`config.mk`:
```
export PLATFORM = sky130hd
export DESIGN_NAME = stride_pattern_gen
export DESIGN_NICKNAME = d
export VERILOG_FILES = /design/src/rtl/tpg_pkg.sv /design/src/rtl/tpg_accum.sv /design/src/rtl/tpg_seq.sv /design/src/rtl/stride_pattern_gen.sv
export SDC_FILE = /design/constraint.sdc
export NUM_CORES = 1
export LEC_CHECK = 0
export ABC_AREA = 1
export BUFFER_PORTS_ARGS = -buffer_cell sky130_fd_sc_hd__buf_2
export CORE_UTILIZATION = 55
export DETAILED_ROUTE_END_ITERATION = 7
export PLACE_DENSITY = 0.83
export SLEW_MARGIN = 20
export SYNTH_ARGS = -nofsm -noshare
export SYNTH_HDL_FRONTEND = slang
export SYNTH_SLANG_ARGS = --single-unit
```
`constraint.sdc`:
```
create_clock -name clk -period 1.8 [get_ports clk]
set_input_delay 0.27 -clock clk [delete_from_list [all_inputs] [get_ports clk]]
set_output_delay 0.27 -clock clk [all_outputs]
set_load 0.005 [all_outputs]
```
`src/rtl/tpg_pkg.sv`:
```
package tpg_pkg;

  typedef enum logic [1:0] {
    PH_IDLE = 2'd0,
    PH_RUN  = 2'd1,
    PH_FIN  = 2'd2
  } phase_t;

  // Accumulator update: running sum plus the fixed stride.
  function automatic logic [63:0] add_stride(input logic [63:0] sum,
                                             input logic [63:0] stride);
    return sum + stride;
  endfunction

  // The terminal step is reached when every bit of the step count is set.
  function automatic logic is_terminal(input logic [63:0] count,
                                       input int unsigned width);
    logic all_set;
    all_set = 1'b1;
    for (int i = 0; i < 64; i++) begin
      if (i < int'(width) && !count[i]) all_set = 1'b0;
    end
    return all_set;
  endfunction

endpackage

```
`src/rtl/tpg_accum.sv`:
```
module tpg_accum #(
  parameter int unsigned ACC_W  = 48,
  parameter logic [63:0] STRIDE = 64'h691
) (
  input  logic             clk,
  input  logic             rst,
  input  logic             clear,
  input  logic             advance,
  output logic [ACC_W-1:0] sum
);
  import tpg_pkg::*;

  localparam logic [ACC_W-1:0] ZERO = '0;

  logic [ACC_W-1:0] sum_q;
  logic [ACC_W-1:0] sum_next;

  always_comb begin
    sum_next = ACC_W'(add_stride(64'(sum_q), STRIDE));
  end

  always_ff @(posedge clk) begin
    if (rst) begin
      sum_q <= ZERO;
    end else if (clear) begin
      sum_q <= ZERO;
    end else if (advance) begin
      sum_q <= sum_next;
    end
  end

  assign sum = sum_q;

endmodule

```
`src/rtl/tpg_seq.sv`:
```
module tpg_seq #(
  parameter int unsigned CNT_W = 8
) (
  input  logic clk,
  input  logic rst,
  input  logic start,
  input  logic en,
  output logic step_fire,
  output logic last_step,
  output logic done
);
  import tpg_pkg::*;

  phase_t             phase_q;
  logic [CNT_W-1:0]   cnt_q;

  always_comb begin
    step_fire = (phase_q == PH_RUN) && en && !start;
    last_step = step_fire && is_terminal(64'(cnt_q), CNT_W);
    done      = (phase_q == PH_FIN);
  end

  always_ff @(posedge clk) begin
    if (rst) begin
      phase_q <= PH_IDLE;
      cnt_q   <= '0;
    end else if (start) begin
      phase_q <= PH_RUN;
      cnt_q   <= '0;
    end else if (step_fire) begin
      cnt_q <= cnt_q + 1'b1;
      if (last_step) phase_q <= PH_FIN;
    end
  end

endmodule

```
`src/rtl/stride_pattern_gen.sv`:
```
module stride_pattern_gen #(
  parameter int unsigned ACC_W = 48,
  parameter int unsigned PAT_W = 8,
  parameter logic [63:0] STEP  = 64'h691
) (
  input  logic             clk,
  input  logic             rst,
  input  logic             en,
  input  logic             start,
  output logic [PAT_W-1:0] pat_a,
  output logic [PAT_W-1:0] pat_b,
  output logic             done
);

  localparam int unsigned LANES = 2;

  // Internal events, named so that the checker can observe them.
  logic             step_fire;
  logic             last_step;
  logic [ACC_W-1:0] acc_sum;
  logic [PAT_W-1:0] lane_pat [LANES];

  tpg_seq #(.CNT_W(PAT_W)) u_seq (
    .clk       (clk),
    .rst       (rst),
    .start     (start),
    .en        (en),
    .step_fire (step_fire),
    .last_step (last_step),
    .done      (done)
  );

  tpg_accum #(.ACC_W(ACC_W), .STRIDE(STEP)) u_acc (
    .clk     (clk),
    .rst     (rst),
    .clear   (start),
    .advance (step_fire),
    .sum     (acc_sum)
  );

  for (genvar g = 0; g < LANES; g++) begin : g_lane
    assign lane_pat[g] = acc_sum[PAT_W-1:0];
  end

  assign pat_a = lane_pat[0];
  assign pat_b = lane_pat[1];

endmodule

```
Word level (Yosys, flattened, before mapping). Cells that the tools add are included.

Equality and inequality tests: 2. $add $sub $neg: 2. Reductions and logical operators: 9. Muxes and demuxes: 11.

Operator list (number): 48-bit by 11-bit adder with 48-bit output (second input constant) (1); 1-bit two-way mux (11); 8-bit by 1-bit adder with 8-bit output (second input constant) (1); 2-bit AND reduction (2); 2-bit nonzero test (2); 1-bit logical AND (3); 2-bit by 1-bit equality test with 1-bit output (second input constant) (1); 2-bit equality test (second input constant) (1); 2-bit OR reduction (1); 1-bit zero test (1).

Word-level logic and storage cells: 28. Register bits: 58.

Longest topological paths before layout.
Depth after elaboration: 12. Depth in mapped cells: 8. Mapped depth without buffers: 8.

By module. From an unflattened synthesis, not the netlist that was laid out.

Cells, all modules: 576. Area total of the unflattened synthesis: 3557.2 µm².

Modules (own cells, without submodules): tpg_accum (area each 2985.4 µm², cells an instance 491, times used 1, sequential area each 960.9 µm²); tpg_seq (area each 511.7 µm², cells an instance 77, times used 1, sequential area each 200.2 µm²); stride_pattern_gen (area each 60.1 µm², cells an instance 8, times used 1, sequential area each 0.0 µm²).

Least setup slack after synthesis. No wires, ideal clock.

Kind: register to register. From: register u_seq.cnt_q[0]. To: register u_seq.phase_q[1]. Arrival: 1.004 ns. Stages on the path, launching flop included: 7. Setup slack: 0.732 ns. Required time: 1.736 ns. Cell sequence: dfxtp_1 -> ha_1 -> ha_1 -> nand2_1 -> nor3_1 -> nor2_1 -> nor2_1.

Cells in the longest elaborated chain, start to end: 10.

RTL lines: start: declaration (line tpg_seq.sv:15) `logic [CNT_W-1:0] cnt_q;`; start signal: assignment (line tpg_seq.sv:31) `cnt_q <= cnt_q + 1'b1;`; 1-bit two-way mux (8 in a row) (line tpg_pkg.sv:21) `if (i < int'(width) && !count[i]) all_set = 1'b0;`; 1-bit logical AND (line tpg_seq.sv:19) `last_step = step_fire && is_terminal(64'(cnt_q), CNT_W);`; 2-bit AND reduction (no line); end signal: assignment (line tpg_seq.sv:25) `phase_q <= PH_IDLE;`; end signal: assignment (line tpg_seq.sv:28) `phase_q <= PH_RUN;`; end signal: assignment (line tpg_seq.sv:32) `if (last_step) phase_q <= PH_FIN;`; end: declaration (line tpg_seq.sv:14) `phase_t phase_q;`.

Every way passes these cells. A chain may end at the register's enable or synchronous reset.

Worst setup path in the final report.
From: register u_seq.phase_q[0]. To: register u_seq.cnt_q[7].

Cells in the longest elaborated chain, start to end: 3.

RTL lines: 2-bit by 1-bit equality test with 1-bit output (line tpg_seq.sv:18) `step_fire = (phase_q == PH_RUN) && en && !start;`; 1-bit logical AND (2 in a row) (line tpg_seq.sv:18).

Every way passes these cells.

==> metrics.txt <==
DRC errors left=6; iteration count of the initial detailed-routing pass=6; overall die area=1878 um^2; global-route wire length before repair=between 2000 and 3000 um; worst reg2reg setup slack=between 0.3 and 0.4 ns; combinational family with the most area after synthesis=simple AND/OR/NAND/NOR gates; later-pin clock latency in the skew report=0.29 ns; capture point of the worst reg-to-reg path=u_seq.cnt_q[7]; total clock buffers created by CTS=3; depth of the worst hold-timing path=2; Root Driver=clkbuf_4; hold path startpoint=rst; final critical-path required period=approximately 1.4 ns; Post-DRT Antenna Nets=0; fraction of synthesis flops using an asynchronous set or reset pin=0%; net count after synthesis=between 100 and 150; TritonCTS clock tree=done; placeable core area=about 1600 um^2; Leakage Power=~0.00046 uW; dominant register cell in the synthesized netlist=dfxtp_1; largest net degree at the start of global routing=17; routed wirelength normalized by instance count=roughly 10 um; Final Net Count=approximately 160; critical path peak fanout=12; signal arrival time at the worst endpoint=1.65 ns; number of vias in the routed layout=829; share of the synthesized area in compound gates (AO/OA/AOI/OAI)=between 10% and 20%; area growth from synthesis to layout=6.392%; category of the most critical setup path=flop to flop; post-detailed-placement half-perimeter wirelength=about 1200 um; FP Rows=14; unrepaired setup endpoints after global routing=no; transition at the pin with the smallest max-transition slack=0.4417 ns; number of unique standard cell types used by synthesis=16; hold buffers post-CTS=0; Final Slew Violations=0; simple logic cell fraction of the synthesized area=~29%; worst hold path type=input pin to flop; required time worst endpoint=roughly 2.0 ns; top-area cell type share of the netlist area=38.35%; H-tree lvl count=1; Post-CTS Resized=0; global route total overflow=0; Worst setup SP type=flop; share of synthesized area occupied by flip-flops and latches=a little under two fifths; flip-flop and latch count after synthesis=18; number of setup buffers added after CTS=0; most numerous cell in the Yosys netlist=nor2_1; Synth Area per Inst=about 7 um^2; hold path endpoint=u_seq.phase_q[0]; main area contributors after synthesis=dfxtp_1, nor2_1, nand2_1; diodes inserted=0; fraction of layout instances using a drive strength above 1=between 15 and 20%; final weighted congestion in routability-driven placement=approximately 0.77; post-route clock skew=roughly 0.0030 ns; first-iteration detailed-routing DRC count=27; multiplexer share of the synthesized area=0%; via count normalized by instance count=roughly 5; Netlist Area Pre-Place=~940 um^2; Highest Clock Rate=704.5 MHz; total length of routed wires=1628 um; x dimension of the die=about 43 um; post-route cell area=~1000 um^2; leading post-synthesis cells by instance count=nor2_1, nand2_1, inv_1; number of antenna violations at the first check in global routing=0; adder and majority gate portion of the synthesized area=under 10%; Min Hold Slack=about 0.14 ns; final worst-path cycle share=roughly 79%; deepest clock path buffer count=2; via count of the first global-routing pass=~730; power per cell area=647.4 nW/um^2; final setup violation count=0; Setup Total Neg Slack=0 ns; number of ports placed on the die boundary=21; core utilization of the finished layout=64.13%; worst max-slew margin expressed relative to the limit=70.52%; maximum capacitance violations=0; worst-case reg-to-reg path depth=6; status=finished, violations left; initial standard-cell utilization of the core=60.27%; clock sink count=18; R2R Path Start=u_seq.phase_q[0]; gr usage total=approximately a fifth; clock transition at the registers of the reported paths=approximately 0.10 ns; overall power consumption=between 600 and 700 uW; leading area contributor after synthesis=dfxtp_1; Chip Height=around 43 um; kind of end point of the critical path=flop; Synth Instances=roughly 140; worst-case vdd ir drop=roughly 0.37 mV; dpl cell area=977.2 um^2; total count of hold-check failures in the final report=0; total of buffers placed on input and output ports=20; Post-Synth XOR/XNOR Area=0%; violated checks=design-rule violations; count of synthesis-stage warnings from yosys=0; number of flops mapped to enable cells by yosys=0
==> layout make-up <==
type                       instances  area (um^2)
tap                               16        20.02
clock buffer                       3        22.52
fill                             148        559.3
multi-input combinational         89        417.9
timing repair buffer              21        107.6
sequential                        18        360.3
inverter                          19        71.32
==> cell usage in the layout (no fill, tap or decap), types with 2 or more instances in the layout <==
cell | synthesis | layout
clkbuf_4 | 0 | 3
ha_1 | 3 | 3
nor3_1 | 4 | 4
nand4_1 | 2 | 2
o21bai_1 | 3 | 3
nand3_1 | 8 | 8
nand2_1 | 25 | 25
buf_2 | 0 | 20
nor2_1 | 26 | 26
a21oi_1 | 6 | 6
inv_1 | 19 | 19
dfxtp_1 | 18 | 18
o21ai_0 | 9 | 9
==> worst max path at each step <==
stage                      from               end  slack [ns]
4_1_cts        u_seq.phase_q[0]    u_seq.cnt_q[3]        0.41
3_5_place_dp              start    u_seq.cnt_q[3]        0.38
2_1_floorplan    u_seq.cnt_q[0]  u_seq.phase_q[1]        0.73
3_3_place_gp              start    u_seq.cnt_q[3]        0.44
5_1_grt        u_seq.phase_q[0]    u_seq.cnt_q[5]        0.26
6_report       u_seq.phase_q[0]    u_seq.cnt_q[7]        0.38
==> metrics by stage <==
| stage | worst slack [ns] | instances |
|---|---|---|
| after CTS | 0.4070 | 166 |
| after floorplan | 0.7321 | 137 |
| after global placement | 0.4447 | 163 |
| after global routing | 0.2613 | 166 |
| final | 0.3806 | 166 |
| after detailed placement | 0.3798 | 163 |
==> layer usage <==
metal / wire length [um] / track usage [%] / up-vias
met2: 789 / 33.64 / 19
met5: 0 / 0 / -
li1: - / - / 450
met4: 27 / 7.500 / 0
met3: 52 / 2.500 / 2
met1: 759 / 22.83 / 358
==> cells by family (layout without fill, tap and decap cells) <==
group                    Yosys count  in the layout
AO/OA/AOI/OAI                     19             19
adder cells (fa/ha/maj)            3              3
buffers and inverters             30             43
flip-flops                        18             18
AND/OR/NAND/NOR                   67             67
==> critical path, cell delays in order, from the launching register on <==
cell and delay [ns]:
dfxtp_1 0.37, nand2_1 0.09, nor2_2 0.38, nand2_1 0.20, o21bai_1 0.16, nand2_1 0.06, nor2_1 0.09
==> registers in the layout, indices dropped and copies added (netlist names) <==
register	cells
u_acc.sum	8
u_seq.cnt_q	8
u_seq.phase_q	2
==> power breakdown <==
| part | total (uW) | switching (uW) | internal, uW | leakage [uW] |
|---|---|---|---|---|
| Combinational | 41.1 | 25.4 | 15.7 | 0.000305 |
| Clock | 200 | 122 | 77.9 | 0.0000138 |
| Sequential | 406 | 3.94 | 403 | 0.000145 |
| Total | 647 | 151 | 496 | 0.000464 |
Power figures use the tool's default switching activity.
